--- src/rtl/usb_ep_pkg.sv ---
`timescale 1ns/1ps
// Package: shared encodings for the endpoint handshake controller.
// Assumes: command byte values are fixed by the firmware interface.
package usb_ep_pkg;
    typedef enum logic [1:0] {
        EV_SETUP = 2'd0,
        EV_IN    = 2'd1,
        EV_OUT   = 2'd2,
        EV_INACK = 2'd3
    } ev_kind_e;

    typedef enum logic [1:0] {
        HS_NONE  = 2'd0,
        HS_ACK   = 2'd1,
        HS_NAK   = 2'd2,
        HS_STALL = 2'd3
    } hs_code_e;

    localparam logic [7:0] CMD_STAT_BASE = 8'h40;
    localparam logic [7:0] CMD_ACK_SETUP = 8'hF1;
    localparam logic [7:0] CMD_CLR_BUF   = 8'hF2;
    localparam logic [7:0] CMD_VAL_BUF   = 8'hFA;
endpackage

--- src/rtl/usb_ep_cmd_dec.sv ---
`timescale 1ns/1ps
// Module: command decoder. Holds the selected endpoint, the armed status
// write and the setup lock, and turns command/data writes into one-hot
// per-endpoint strobes.
// Assumes: cmd_wr takes priority over dat_wr in the same cycle; endpoint
// direction comes from index bit 0 (odd = IN); indices 0 and 1 are control.
module usb_ep_cmd_dec
    import usb_ep_pkg::*;
#(
    parameter int NUM_EP = 6,
    parameter int EP_W   = 3
) (
    input  logic              clk,
    input  logic              rst_n,
    input  logic              cmd_wr,
    input  logic              dat_wr,
    input  logic [7:0]        bus_byte,
    input  logic              setup_ev,
    output logic [EP_W-1:0]   sel_ep,
    output logic              lock,
    output logic [NUM_EP-1:0] clr_v,
    output logic [NUM_EP-1:0] val_v,
    output logic [NUM_EP-1:0] stall_v,
    output logic [NUM_EP-1:0] reinit_v
);
    logic [EP_W-1:0] sel_q, pend_ep_q, stat_ep;
    logic [7:0]      stat_off;
    logic            pend_q, lock_q;
    logic            sel_ctrl, guarded, hit_sel, hit_stat;
    logic            hit_clr, hit_val, hit_acks, st_apply, known;

    // Classify the byte on the port against the current selection and lock.
    always_comb begin
        stat_off = bus_byte - CMD_STAT_BASE;
        stat_ep  = stat_off[EP_W-1:0];
        sel_ctrl = (int'(sel_q) < 2);
        guarded  = lock_q && sel_ctrl;
        hit_sel  = cmd_wr && (int'(bus_byte) < NUM_EP);
        hit_stat = cmd_wr && (bus_byte >= CMD_STAT_BASE)
                   && (int'(stat_off) < NUM_EP);
        hit_clr  = cmd_wr && (bus_byte == CMD_CLR_BUF) && !sel_q[0] && !guarded;
        hit_val  = cmd_wr && (bus_byte == CMD_VAL_BUF) && sel_q[0] && !guarded;
        hit_acks = cmd_wr && (bus_byte == CMD_ACK_SETUP) && sel_ctrl;
        st_apply = dat_wr && !cmd_wr && pend_q;
        known    = hit_sel || hit_stat || (bus_byte == CMD_ACK_SETUP)
                   || (bus_byte == CMD_CLR_BUF) || (bus_byte == CMD_VAL_BUF);
    end

    // Fan the decoded command out to one strobe per endpoint.
    for (genvar i = 0; i < NUM_EP; i++) begin : g_strobe
        assign clr_v[i]    = hit_clr && (sel_q == EP_W'(i));
        assign val_v[i]    = hit_val && (sel_q == EP_W'(i));
        assign stall_v[i]  = st_apply && (pend_ep_q == EP_W'(i)) && bus_byte[0];
        assign reinit_v[i] = st_apply && (pend_ep_q == EP_W'(i)) && !bus_byte[0];
    end

    // Track selection, the armed status write and the setup lock.
    always_ff @(posedge clk) begin
        if (!rst_n) begin
            sel_q     <= '0;
            pend_q    <= 1'b0;
            pend_ep_q <= '0;
            lock_q    <= 1'b0;
        end else begin
            if (hit_sel) sel_q <= bus_byte[EP_W-1:0];
            if (cmd_wr) begin
                pend_q <= hit_stat;
                if (hit_stat) pend_ep_q <= stat_ep;
            end else if (st_apply) begin
                pend_q <= 1'b0;
            end
            if (setup_ev)      lock_q <= 1'b1;
            else if (hit_acks) lock_q <= 1'b0;
        end
    end

    assign sel_ep = sel_q;
    assign lock   = lock_q;


    undef_cmd_chk: assert property (@(posedge clk) disable iff (!rst_n)
        (cmd_wr && !known && !setup_ev) |=> ($stable(sel_q) && $stable(lock_q) && !pend_q));
endmodule

--- src/rtl/usb_ep_slot.sv ---
`timescale 1ns/1ps
// Module: one endpoint's flags (full, stall, toggle).
// Assumes: strobes arrive already filtered by direction and lock; events
// are applied after commands, so a SETUP in the same cycle wins.
module usb_ep_slot #(
    parameter bit IS_IN = 1'b0
) (
    input  logic clk,
    input  logic rst_n,
    input  logic clr,
    input  logic val,
    input  logic stall_set,
    input  logic reinit,
    input  logic setup_hit,
    input  logic out_take,
    input  logic in_ack,
    output logic full,
    output logic stall,
    output logic tog
);
    logic full_q, stall_q, tog_q;
    logic full_d, stall_d, tog_d;

    // Next flag values: commands first, then USB events on top.
    always_comb begin
        full_d  = full_q;
        stall_d = stall_q;
        tog_d   = tog_q;
        if (reinit) begin
            full_d  = 1'b0;
            stall_d = 1'b0;
            tog_d   = 1'b0;
        end
        if (stall_set) stall_d = 1'b1;
        if (clr)       full_d  = 1'b0;
        if (val)       full_d  = 1'b1;
        if (setup_hit) begin
            stall_d = 1'b0;
            tog_d   = 1'b1;
            full_d  = !IS_IN;
        end
        if (out_take) begin
            full_d = 1'b1;
            tog_d  = ~tog_q;
        end
        if (in_ack) begin
            full_d = 1'b0;
            tog_d  = ~tog_q;
        end
    end

    // Flag registers.
    always_ff @(posedge clk) begin
        if (!rst_n) begin
            full_q  <= 1'b0;
            stall_q <= 1'b0;
            tog_q   <= 1'b0;
        end else begin
            full_q  <= full_d;
            stall_q <= stall_d;
            tog_q   <= tog_d;
        end
    end

    assign full  = full_q;
    assign stall = stall_q;
    assign tog   = tog_q;


    reinit_chk: assert property (@(posedge clk) disable iff (!rst_n)
        (reinit && !setup_hit && !out_take && !in_ack) |=> (!full_q && !stall_q && !tog_q));

    if (!IS_IN) begin : g_out_hold

        full_hold_chk: assert property (@(posedge clk) disable iff (!rst_n)
            (full_q && !clr && !reinit && !setup_hit) |=> full_q);
    end
endmodule

--- src/rtl/usb_ep_hs.sv ---
`timescale 1ns/1ps
// Module: handshake decision. Looks up the addressed endpoint's flags,
// registers ACK/NAK/STALL plus DATA PID, and emits per-endpoint event
// strobes for accepted OUT data and completed IN transfers.
// Assumes: a stall outranks full/empty; only correctly directed events
// on existing endpoints are answered.
module usb_ep_hs
    import usb_ep_pkg::*;
#(
    parameter int NUM_EP = 6,
    parameter int EP_W   = 3
) (
    input  logic              clk,
    input  logic              rst_n,
    input  logic              ev_valid,
    input  logic [1:0]        ev_kind,
    input  logic [EP_W-1:0]   ev_ep,
    input  logic              ev_pid1,
    input  logic [NUM_EP-1:0] full_v,
    input  logic [NUM_EP-1:0] stall_v,
    input  logic [NUM_EP-1:0] tog_v,
    output logic              hs_valid,
    output logic [1:0]        hs_code,
    output logic              hs_pid1,
    output logic              setup_ev,
    output logic [NUM_EP-1:0] out_take_v,
    output logic [NUM_EP-1:0] in_ack_v
);
    ev_kind_e        kind;
    logic [EP_W-1:0] idx;
    logic            ep_ok, fl, st, tg, in_tok, out_pkt, in_done, take;
    hs_code_e        code_d;
    logic            pid_d;
    logic [NUM_EP-1:0] one_hot;

    // Decode the event and pick the answer from the addressed flags.
    always_comb begin
        kind     = ev_kind_e'(ev_kind);
        ep_ok    = int'(ev_ep) < NUM_EP;
        idx      = ep_ok ? ev_ep : '0;
        fl       = full_v[idx];
        st       = stall_v[idx];
        tg       = tog_v[idx];
        one_hot  = NUM_EP'(1) << idx;
        setup_ev = ev_valid && (kind == EV_SETUP) && (ev_ep == '0);
        in_tok   = ev_valid && (kind == EV_IN) && ep_ok && ev_ep[0];
        out_pkt  = ev_valid && (kind == EV_OUT) && ep_ok && !ev_ep[0];
        in_done  = ev_valid && (kind == EV_INACK) && ep_ok && ev_ep[0] && fl && !st;
        take     = out_pkt && !st && !fl && (ev_pid1 == tg);
        out_take_v = take ? one_hot : '0;
        in_ack_v   = in_done ? one_hot : '0;
        code_d = HS_NONE;
        pid_d  = 1'b0;
        if (setup_ev) begin
            code_d = HS_ACK;
        end else if (in_tok) begin
            if (st)      code_d = HS_STALL;
            else if (fl) begin
                code_d = HS_ACK;
                pid_d  = tg;
            end else     code_d = HS_NAK;
        end else if (out_pkt) begin
            if (st)      code_d = HS_STALL;
            else if (fl) code_d = HS_NAK;
            else         code_d = HS_ACK;
        end
    end

    // Register the handshake so it appears one cycle after the event.
    always_ff @(posedge clk) begin
        if (!rst_n) begin
            hs_valid <= 1'b0;
            hs_code  <= HS_NONE;
            hs_pid1  <= 1'b0;
        end else begin
            hs_valid <= (code_d != HS_NONE);
            hs_code  <= code_d;
            hs_pid1  <= pid_d;
        end
    end


    stall_first_chk: assert property (@(posedge clk) disable iff (!rst_n)
        ((in_tok || out_pkt) && st) |=> (hs_valid && hs_code == HS_STALL));

    full_nak_chk: assert property (@(posedge clk) disable iff (!rst_n)
        (out_pkt && fl && !st) |=> (hs_valid && hs_code == HS_NAK));

    hs_code_chk: assert property (@(posedge clk) disable iff (!rst_n)
        hs_valid |-> (hs_code != HS_NONE));
endmodule

--- src/rtl/usb_ep_ctrl.sv ---
`timescale 1ns/1ps
// Module: top of the endpoint handshake controller. Connects the command
// decoder, the handshake decision and one flag slot per endpoint.
// Assumes: physical endpoint index, even = OUT, odd = IN, 0/1 = control.
module usb_ep_ctrl
    import usb_ep_pkg::*;
#(
    parameter  int NUM_EP = 6,
    localparam int EP_W   = $clog2(NUM_EP)
) (
    input  logic              clk,
    input  logic              rst_n,
    input  logic              cmd_wr,
    input  logic              dat_wr,
    input  logic [7:0]        bus_byte,
    input  logic              ev_valid,
    input  logic [1:0]        ev_kind,
    input  logic [EP_W-1:0]   ev_ep,
    input  logic              ev_pid1,
    output logic              hs_valid,
    output logic [1:0]        hs_code,
    output logic              hs_pid1,
    output logic [NUM_EP-1:0] ep_full,
    output logic [NUM_EP-1:0] ep_stall,
    output logic [NUM_EP-1:0] ep_toggle,
    output logic              setup_lock,
    output logic [EP_W-1:0]   sel_ep
);
    logic [NUM_EP-1:0] clr_v, val_v, stall_v, reinit_v, out_take_v, in_ack_v;
    logic              setup_ev;

    usb_ep_cmd_dec #(.NUM_EP(NUM_EP), .EP_W(EP_W)) u_dec (
        .clk(clk), .rst_n(rst_n), .cmd_wr(cmd_wr), .dat_wr(dat_wr),
        .bus_byte(bus_byte), .setup_ev(setup_ev), .sel_ep(sel_ep),
        .lock(setup_lock), .clr_v(clr_v), .val_v(val_v),
        .stall_v(stall_v), .reinit_v(reinit_v)
    );

    usb_ep_hs #(.NUM_EP(NUM_EP), .EP_W(EP_W)) u_hs (
        .clk(clk), .rst_n(rst_n), .ev_valid(ev_valid), .ev_kind(ev_kind),
        .ev_ep(ev_ep), .ev_pid1(ev_pid1), .full_v(ep_full),
        .stall_v(ep_stall), .tog_v(ep_toggle), .hs_valid(hs_valid),
        .hs_code(hs_code), .hs_pid1(hs_pid1), .setup_ev(setup_ev),
        .out_take_v(out_take_v), .in_ack_v(in_ack_v)
    );

    for (genvar i = 0; i < NUM_EP; i++) begin : g_slot
        localparam bit IS_CTRL = (i < 2);
        usb_ep_slot #(.IS_IN(i % 2 == 1)) u_slot (
            .clk(clk), .rst_n(rst_n), .clr(clr_v[i]), .val(val_v[i]),
            .stall_set(stall_v[i]), .reinit(reinit_v[i]),
            .setup_hit(IS_CTRL ? setup_ev : 1'b0),
            .out_take(out_take_v[i]), .in_ack(in_ack_v[i]),
            .full(ep_full[i]), .stall(ep_stall[i]), .tog(ep_toggle[i])
        );
    end


    setup_unstall_chk: assert property (@(posedge clk) disable iff (!rst_n)
        setup_ev |=> (!ep_stall[0] && !ep_stall[1] && ep_full[0] && !ep_full[1]
                      && ep_toggle[0] && ep_toggle[1] && setup_lock));
endmodule

--- config.mk ---
export PLATFORM = sky130hd
export DESIGN_NAME = usb_ep_ctrl
export DESIGN_NICKNAME = d
export VERILOG_FILES = /design/src/rtl/usb_ep_pkg.sv /design/src/rtl/usb_ep_cmd_dec.sv /design/src/rtl/usb_ep_slot.sv /design/src/rtl/usb_ep_hs.sv /design/src/rtl/usb_ep_ctrl.sv
export SDC_FILE = /design/constraint.sdc
export NUM_CORES = 1
export LEC_CHECK = 0
export BUFFER_PORTS_ARGS = -buffer_cell sky130_fd_sc_hd__buf_2
export CAP_MARGIN = 10
export CORE_MARGIN = 3
export CORE_UTILIZATION = 30
export CTS_CLUSTER_DIAMETER = 80
export DETAILED_ROUTE_END_ITERATION = 8
export MAX_ROUTING_LAYER = met4
export SLEW_MARGIN = 10
export SYNTH_ARGS = -nofsm -noshare
export SYNTH_HDL_FRONTEND = slang
export SYNTH_SLANG_ARGS = --single-unit
--- constraint.sdc ---
create_clock -name clk -period 2.67 [get_ports clk]
set_clock_uncertainty 0.15 [all_clocks]
set_input_delay 0.6675 -clock clk [delete_from_list [all_inputs] [get_ports clk]]
set_output_delay 0.6675 -clock clk [all_outputs]
set_load 0.1 [all_outputs]
==> results.py, run 1 <==
metrics = {
    "clock_network": {
        "cts_resized": 0,
        "cts_tree": "yes",
        "clkTransAtPathRegs_ps": 70,
        "h-tree-depth": 2,
        "cts_hold_buf": 0,
        "cts_sinks": 30,
        "cts_root_buffer": "clkbuf_8",
        "clk_path_buf_depth": 2,
        "clk_latency_ps": 290,
        "numCtsBuffers": 5,
        "postCtsSetupRepairBufs": 0,
    },
    "drt": {
        "drcViolationCount": 0,
        "drt_first_iter_violations": 95,
        "post_drt_wl_per_cell_um": 14.87,
        "wirelength_um": 4684,
        "ant_nets": 0,
        "drt-pass1-iter-count": 4,
        "routed_via_density": 5.181,
        "vias": 1632,
    },
    "logic_synthesis": {
        "ys_async_sr_fraction_pct": 0,
        "yosysWarnings": 0,
        "synth_fa_ha_area_share_pct": 0,
        "synthSimpleGateAreaFrac_pct": 28.87,
        "synthXorXnorAreaFrac_pct": 0.9715,
        "synth_edf_count": 0,
        "seq_area_frac_synth_pct": 33.31,
        "syn_avg_cell_area_um2": 8.752,
        "synth_compound_area_share_pct": 15.06,
        "syn_nets": 225,
        "syn_area_mm2": 0.001803,
        "synth_top_family_by_area": "simple AND/OR/NAND/NOR gates",
        "ys.flop_type": "dfxtp_1",
        "synthCells": 206,
        "ys_seq_elements": 30,
        "synth_mux_area_share_pct": 11.03,
        "synth_cell_type_count": 49,
    },
    "layout": {
        "final_nets": 261,
        "area_delta_synth_final_pct": 21.03,
        "final_cell_mix": "buf_2, dfxtp_1, nand2_1",
        "fillers": 611,
        "final_common_cell": "buf_2",
        "drive_gt1_share_pct": 30.86,
        "diodes": 0,
        "layoutNonFillerInstCount": 315,
        "fin_util_pct": 38.45,
    },
    "timing": {
        "hold_viol": 0,
        "setup_viol_count_final": 0,
        "whs_ps": 332.4,
        "rsz0062_at_grt": "no",
        "final_max_slew_viol_count": 0,
        "fin_crit_sh_pct": 95.28,
        "min_period_ps": 2544,
        "setup_tns_ps": 0,
        "fin_ws_ps": 126.1,
        "fmax_mhz": 393.1,
        "tightestPinTransition_ps": 630.1,
        "slew_headroom_pct": 57.95,
    },
    "floorplan": {
        "die_area_mm2": 0.006976,
        "design.core.area_mm2": 0.005675,
        "fp-row-count": 27,
        "die-height_um": 83.53,
        "initial_utilization_pct": 31.77,
        "io_pins": 45,
        "die_x_um": 83.53,
    },
    "place": {
        "gp_congestion": 0.8898,
        "dp_hpwl_um": 3588,
        "pre_cts_ws_ps": -152.7,
        "placedCellCount": 307,
        "placement.io_buffers": 44,
    },
    "grt": {
        "grt_pass1_wl_um": 7824,
        "track_usage_pct": 14.33,
        "grt_pass1_vias": 1555,
        "antenna_found_initial": 0,
        "grt_max_degree": 21,
        "overflow": 0,
    },
    "job": {
        "drv_cap": 0,
    },
    "setup_path": {
        "path_max_fanout": 6,
        "crit_type": "input port to flip-flop",
        "cp.required_ps": 2740,
        "critPathLaunchType": "input port",
        "crit_arrival_ps": 2610,
        "worstSetupEndpointType": "flip-flop",
    },
    "pwr": {
        "ir_drop_v": 0.0002079,
        "power_density_mw_per_mm2": 526.9,
        "p_leak_uw": 0.0009349,
    },
    "min_path": {
        "hold_path.class": "flip-flop to flip-flop",
    },
    "run_status": {
        "status": "complete, no violations",
    },
}
[flip-flops by register name (all words and copies together), names as in the netlist, 2 cells and up]
register / count
u_dec.sel_ep: 3
g_slot.u_slot.stall: 6
u_hs.hs_code: 2
g_slot.u_slot.tog: 6
g_slot.u_slot.full: 6
u_dec.pend_ep_q: 3
[power by group]
group	switching (uW)	internal (uW)
sequential	2.38	450
clock	183	398
combinational	72.4	44.1
total	257	892
[area by class of cell]
type	count	area [um2]	area share (%)
Sequential cell	30	603.1	27.64
Tap cell	72	90.09	4.128
Timing Repair Buffer	56	322.8	14.79
Multi-Input combinational cell	145	1008	46.22
Clock inverter	2	60.06	2.752
Inverter	4	15.01	0.6881
Clock buffer	6	82.58	3.784
[routing by layer]
metal | wire [um] | share of wire (%) | GRT usage (%)
met4 | 115 | 2.5 | 6.140
met5 | 0 | 0 | -
met1 | 2092 | 45 | 18.17
met2 | 2145 | 46 | 21.43
met3 | 331 | 7.1 | 3.949
[worst max-delay path: stages]
cell and delay [ps]:
buf_2 120, mux2_1 320, mux4_2 490, xor2_1 180, nand4bb_4 260, or4_1 420, a21oi_1 150
[Yosys cell counts, drive strengths merged (3+ instances only)]
library cell / instances / area [um2]
nor2: 18 / 67.56
a21oi: 11 / 55.05
nand3: 6 / 30.03
nand2: 19 / 71.32
mux2: 5 / 56.30
nor2b: 7 / 43.79
or4: 3 / 22.52
o311ai: 4 / 35.03
nor3b: 3 / 22.52
a211oi: 6 / 45.04
nor4bb: 3 / 30.03
inv: 4 / 15.01
buf: 21 / 156.4
nor3: 4 / 20.02
clkbuf: 6 / 22.52
and3: 4 / 25.02
nand2b: 6 / 37.54
dfxtp: 30 / 600.6
mux2i: 12 / 120.1
[stage by stage]
stage	total power, uW	instance area [um2]
2_1_floorplan	534.8	1805
3_3_place_gp	578.8	2039
3_5_place_dp	579.0	2039
4_1_cts	1164	2182
5_1_grt	1192	2182
6_report	1150	2182
[worst paths after layout]
| check | startpoint | endpoint | slack (ps) | cells after the start |
|---|---|---|---|---|
| min reg2reg | g_slot[4].u_slot.stall$_SDFFE_PN0P_ | g_slot[4].u_slot.stall$_SDFFE_PN0P_ | 330 | 2 |
| min | g_slot[4].u_slot.stall$_SDFFE_PN0P_ | g_slot[4].u_slot.stall$_SDFFE_PN0P_ | 330 | 2 |
| max | ev_ep[0] | g_slot[2].u_slot.tog$_SDFFE_PN0P_ | 130 | 7 |
| max reg2reg | g_slot[3].u_slot.tog$_SDFFE_PN0P_ | g_slot[2].u_slot.tog$_SDFFE_PN0P_ | 310 | 6 |
[cells by family (layout without fill, tap and decap cells)]
group | after synthesis | in the layout
buffers and inverters | 31 | 68
AOI/OAI and AO/OA | 37 | 37
muxes | 18 | 18
xor gates and xnor gates | 2 | 2
DFF | 30 | 30
and+or+nand+nor | 88 | 88
No activity file was read; power rests on OpenSTA's default activity.
==> run 2, diff against run 1 <==
Clock period 2.67 ns to 2.3 ns, I/O delays scaled along.
==> run 2 against run 1 <==
Against the previous run:
- the flow now finishes with violations (negative setup slack)
- worst setup slack worse by 180 ps
- sequential cell count unchanged
- wire length increased by 8.2%
- clock-buffer cell count stayed put
- clock power up 15%
- non-clock buffer count up 27
- critical path depth did not move
- critical path type unchanged
- largest cell class unchanged
==> results.py, run 2 (same netlist as run 1, synthesis figures left out) <==
metrics = {
    "run_status": {
        "status": "finished with violations",
        "violations": "negative setup slack",
    },
    "grt": {
        "grt_max_degree": 21,
        "overflow": 0,
        "grt_pass1_wl_um": 8473,
        "track_usage_pct": 15.49,
        "antenna_found_initial": 0,
        "grt_pass1_vias": 1771,
    },
    "min_path": {
        "hold_path.class": "flip-flop to flip-flop",
        "hold_depth": 2,
        "hold_start": "g_slot[4].u_slot.stall$_SDFFE_PN0P_",
        "min_to": "g_slot[4].u_slot.stall$_SDFFE_PN0P_",
    },
    "setup_path": {
        "cp.required_ps": 2360,
        "crit_arrival_ps": 2410,
        "critical-path-max-stage-delay_ps": 510,
        "r2r_end": "g_slot[2].u_slot.tog$_SDFFE_PN0P_",
        "path_max_fanout": 6,
        "crit_type": "input port to flip-flop",
        "path_buf_inv": 1,
        "r2r-start": "g_slot[0].u_slot.tog$_SDFFE_PN0P_",
        "reg2regPathDepth": 6,
        "worstSetupEndpointType": "flip-flop",
        "cpMaxStageDelayCell": "mux4_2",
        "crit_chain": "buf_8 > mux2_4 > mux4_2 > xor2_1 > nand4bb_4 > or4_1 > a21oi_1",
        "crit_family": "multiplexers",
        "r2r_slack_ps": 40,
        "critPathLaunchType": "input port",
    },
    "timing": {
        "slew_headroom_pct": 55.46,
        "tightestPinTransition_ps": 667.4,
        "hold_viol": 0,
        "min_period_ps": 2356,
        "fin_crit_sh_pct": 102.4,
        "setup_tns_ps": -112.7,
        "final_max_slew_viol_count": 0,
        "fin_ws_ps": -56.35,
        "setup_viol_count_final": 2,
        "rsz0062_at_grt": "yes",
        "fmax_mhz": 424.4,
    },
    "pwr": {
        "power_density_mw_per_mm2": 559.2,
        "p_leak_uw": 0.001081,
        "ir_drop_v": 0.0002512,
        "p_total_uw": 1359,
    },
    "place": {
        "gp_congestion": 0.8694,
        "dp_hpwl_um": 3977,
        "pre_cts_ws_ps": -452.9,
        "place_area_mm2": 0.002227,
        "placedCellCount": 332,
        "placement.io_buffers": 44,
    },
    "layout": {
        "final_common_cell": "buf_2",
        "final_nets": 288,
        "fin_area_mm2": 0.002430,
        "drive_gt1_share_pct": 40.00,
        "area_delta_synth_final_pct": 34.77,
        "final_cell_mix": "buf_2, buf_4, dfxtp_1",
        "layoutNonFillerInstCount": 342,
        "diodes": 0,
    },
    "drt": {
        "drt_first_iter_violations": 94,
        "post_drt_wl_per_cell_um": 14.82,
        "drt-pass1-iter-count": 6,
        "ant_nets": 0,
        "wirelength_um": 5068,
        "drcViolationCount": 0,
        "vias": 1727,
        "routed_via_density": 5.050,
    },
    "clock_network": {
        "cts_root_buffer": "clkbuf_8",
        "cts_sinks": 30,
        "cts_hold_buf": 0,
        "cts_tree": "yes",
        "clkTransAtPathRegs_ps": 70,
        "h-tree-depth": 2,
        "clk_latency_ps": 280,
        "numCtsBuffers": 5,
        "clk_path_buf_depth": 2,
    },
    "floorplan": {
        "design.core.area_mm2": 0.005675,
        "die_x_um": 83.53,
        "initial_utilization_pct": 31.77,
        "die_area_mm2": 0.006976,
        "io_pins": 45,
        "fp-row-count": 27,
        "die-height_um": 83.53,
    },
    "job": {
        "drv_cap": 0,
    },
}
run 2: stage by stage:
stage,hold WS (ps),utilization [%]
after global placement,325.3,39.24
final,342.5,42.81
after detailed placement,316.3,39.24
after floorplan,300.1,-
after global routing,394.1,42.81
after CTS,327.1,42.28
run 2: worst max-delay path by stage:
stage,from,endpoint,slack [ps],cells past startpoint
global placement,ev_ep[0],g_slot[4].u_slot.tog$_SDFFE_PN0P_,-380,7
detailed placement,ev_ep[0],g_slot[2].u_slot.tog$_SDFFE_PN0P_,-450,7
floorplan,ev_ep[0],g_slot[2].u_slot.tog$_SDFFE_PN0P_,-300,7
CTS,ev_ep[0],g_slot[2].u_slot.tog$_SDFFE_PN0P_,-40,7
global route,ev_ep[0],g_slot[2].u_slot.tog$_SDFFE_PN0P_,-90,7
finish,ev_ep[0],g_slot[2].u_slot.tog$_SDFFE_PN0P_,-60,7
run 2: layout make-up:
cell class,count,area (um2)
multi-input combinational,145,1044
tap,72,90.09
clock inverter,2,60.06
fill,586,3246
sequential,30,603.1
timing repair buffer,83,535.5
clock buffer,6,82.58
inverter,4,15.01
run 2: power breakdown:
| group | internal, uW | switching (uW) | total [uW] |
|---|---|---|---|
| registers | 523 | 2.26 | 525 |
| logic | 73.4 | 92.7 | 166 |
| clock network | 462 | 206 | 668 |
run 2: repair_timing:
| item | 4_1_cts | 5_1_grt |
|---|---|---|
| pin swaps | 5 | 1 |
| gates resized for setup | 7 | 3 |
| setup endpoints to repair | 6 | 11 |
| gates cloned | 0 | 0 |
| setup buffers | 0 | 2 |
run 2: metal layers:
layer / share of wire, % / global-route usage (%) / vias to the layer above / wire length (um)
met5: 0 / - / - / 0
met3: 3.7 / 2.764 / 10 / 186
met1: 45 / 18.45 / 813 / 2305
li1: - / - / 865 / -
met4: 2.3 / 6.871 / 0 / 119
met2: 48 / 25.58 / 39 / 2457
run 2: worst min-delay path: stages (launching register included):
cell,delay (ps)
dfxtp_1,330
nand2_1,60
a21oi_1,60
==> run 3, diff against run 2 <==
Settings changed: ABC_AREA set to 1.
==> run 3 against run 2 <==
Against the previous run:
- the flow now finishes without violations
- non-clock buffer count down 32
- design area down 12%
- clock power down 37%
- via count up 7.6%
- critical path type is now flip-flop to output port
- largest power group is now sequential cells
==> results.py, run 3 <==
metrics = {
    "run_status": {
        "status": "complete, no violations",
    },
    "clock_network": {
        "h-tree-depth": 2,
        "numCtsBuffers": 5,
        "clk_latency_ps": 280,
        "clk_path_buf_depth": 2,
        "clkTransAtPathRegs_ps": 60,
        "postCtsSetupRepairBufs": 0,
        "cts_root_buffer": "clkbuf_8",
        "cts_resized": 0,
        "cts_sinks": 30,
        "cts_tree": "yes",
        "cts_hold_buf": 0,
    },
    "layout": {
        "area_delta_synth_final_pct": 15.13,
        "final_nets": 334,
        "fin_area_mm2": 0.002142,
        "drive_gt1_share_pct": 25.48,
        "fin_util_pct": 35.97,
        "final_common_cell": "nand2_1",
        "diodes": 0,
        "layoutNonFillerInstCount": 389,
        "final_cell_mix": "nand2_1, buf_2, inv_1",
    },
    "setup_path": {
        "path_buf_inv": 1,
        "crit_family": "buffers and inverters",
        "cp.required_ps": 1570,
        "reg2regPathDepth": 8,
        "crit_type": "flip-flop to output port",
        "path_max_fanout": 8,
        "critical-path-max-stage-delay_ps": 490,
        "r2r_slack_ps": 710,
        "cpMaxStageDelayCell": "buf_2",
        "critPathLaunchType": "flip-flop",
        "crit_arrival_ps": 1240,
        "crit_chain": "buf_2",
        "crit_cells": 1,
        "worstSetupEndpointType": "output port",
    },
    "logic_synthesis": {
        "ys_async_sr_fraction_pct": 0,
        "synth_fa_ha_area_share_pct": 0,
        "syn_area_mm2": 0.001861,
        "yosysMostFrequentCell": "nand2_1",
        "post-synth-top-area-fraction_pct": 32.28,
        "synthCells": 279,
        "synth_compound_area_share_pct": 11.57,
        "synth_cell_type_count": 28,
        "ys.flop_type": "dfxtp_1",
        "yosysWarnings": 0,
        "ys_top_cells_by_count": "nand2_1, inv_1, dfxtp_1, nor2_1",
        "synth_edf_count": 0,
        "ys_seq_elements": 30,
        "yosysTopAreaCell": "dfxtp_1",
        "synth_top_family_by_area": "simple AND/OR/NAND/NOR gates",
        "synthXorXnorAreaFrac_pct": 0,
        "synth_mux_area_share_pct": 0,
        "syn_avg_cell_area_um2": 6.669,
        "syn_nets": 298,
        "synthTopCellsByArea": "dfxtp_1, nand2_1, buf_4",
        "synthSimpleGateAreaFrac_pct": 38.87,
        "seq_area_frac_synth_pct": 32.28,
    },
    "pwr": {
        "ir_drop_v": 0.0001838,
        "power_density_mw_per_mm2": 516.9,
        "p_leak_uw": 0.001015,
    },
    "floorplan": {
        "fp-row-count": 28,
        "die_x_um": 84.75,
        "die_area_mm2": 0.007183,
        "initial_utilization_pct": 31.24,
        "io_pins": 45,
        "design.core.area_mm2": 0.005956,
        "die-height_um": 84.75,
    },
    "grt": {
        "met2_usage_pct": 24.91,
        "track_usage_pct": 15.68,
        "grt_max_degree": 19,
        "antenna_found_initial": 0,
        "busiest_layer": "met2",
        "grtUsageMet3_pct": 3.827,
        "overflow": 0,
        "grt_pass1_vias": 1878,
        "grt_pass1_wl_um": 8804,
        "grt_use_met1_pct": 19.50,
    },
    "place": {
        "gp_congestion": 0.9164,
        "placement.io_buffers": 44,
        "placedCellCount": 383,
        "place_area_mm2": 0.002059,
        "dp_hpwl_um": 3966,
    },
    "drt": {
        "post_drt_wl_per_cell_um": 12.79,
        "drt_first_iter_violations": 107,
        "routed_via_density": 4.779,
        "drt-pass1-iter-count": 4,
        "drcViolationCount": 0,
        "vias": 1859,
        "ant_nets": 0,
        "wirelength_um": 4976,
    },
    "timing": {
        "setup_viol_count_final": 0,
        "final_max_slew_viol_count": 0,
        "rsz0062_at_grt": "no",
        "hold_viol": 0,
        "fmax_mhz": 509.9,
        "slew_headroom_pct": 67.26,
        "tightestPinTransition_ps": 494.5,
        "setup_tns_ps": 0,
        "min_period_ps": 1961,
        "fin_crit_sh_pct": 85.26,
    },
    "job": {
        "drv_cap": 0,
    },
    "min_path": {
        "hold_depth": 2,
        "hold_path.class": "flip-flop to flip-flop",
    },
}
==> run 3: cell types whose count changed after synthesis, sizes merged, moves of 5 or more <==
cell    change
inv        +36
nand4      +10
nand2b      -6
mux2i      -12
nor3        +8
a211oi      -6
nor2b       -7
nand3      +22
nor2       +14
o21ai       +7
nand2      +39
a21oi      +14
mux2        -5
==> run 3: per-layer routing <==
metal	wire [um]	share of wire, %	up-vias
li1	-	-	968
met1	2337	47	827
met2	2295	46	53
met3	272	5.5	11
met4	70	1.4	0
met5	0	0	-
==> run 3: through the flow <==
| stage | total power [uW] | hold slack, ps | worst slack, ps |
|---|---|---|---|
| final | 1107 | 354.1 | 339.0 |
| after floorplan | 651.1 | 309.8 | 227.2 |
| after global placement | 693.6 | 331.2 | 101.3 |
| after CTS | 1114 | 349.4 | 345.7 |
| after global routing | 1151 | 385.5 | 257.2 |
| after detailed placement | 694.7 | 334.6 | 111.8 |
==> run 3: cell type report <==
type,count,area (um2)
clock buffer,6,82.58
tap,75,93.84
timing repair buffer,51,272.8
sequential,30,600.6
fill,653,3814
multi-input combinational,186,938.4
inverter,41,153.9
==> run 3: worst reg2reg max path, stage by stage (launching register included) <==
cell	delay, ps
dfxtp_1	330
nand3_1	220
nor4_1	270
buf_4	180
nand2_1	80
nand2_1	80
a21oi_1	70
nand2_1	60
inv_1	40
==> run 3: power breakdown <==
group / leakage (uW) / switching, uW / internal [uW]
Clock: 0.0000431 / 194 / 230
Sequential: 0.000242 / 3.15 / 524
Combinational: 0.000730 / 114 / 42.6
==> run 3: worst paths after layout <==
path,startpoint,end
worst max-delay path,u_dec.sel_ep[0]$_SDFFE_PN0P_,sel_ep[0]
worst min-delay path,u_dec.lock$_SDFFE_PN0P_,u_dec.lock$_SDFFE_PN0P_
worst max register to register,u_dec.pend_q$_SDFFE_PN0P_,g_slot[3].u_slot.full$_SDFFE_PP0P_
worst min register to register,u_dec.lock$_SDFFE_PN0P_,u_dec.lock$_SDFFE_PN0P_
==> run 3: logic make-up (layout without fill, tap and decap cells) <==
| logic type | Yosys count | in the layout |
|---|---|---|
| AO/OA/AOI/OAI | 39 | 39 |
| buffers and inverters | 63 | 98 |
| flip-flops | 30 | 30 |
| AND/OR/NAND/NOR | 147 | 147 |
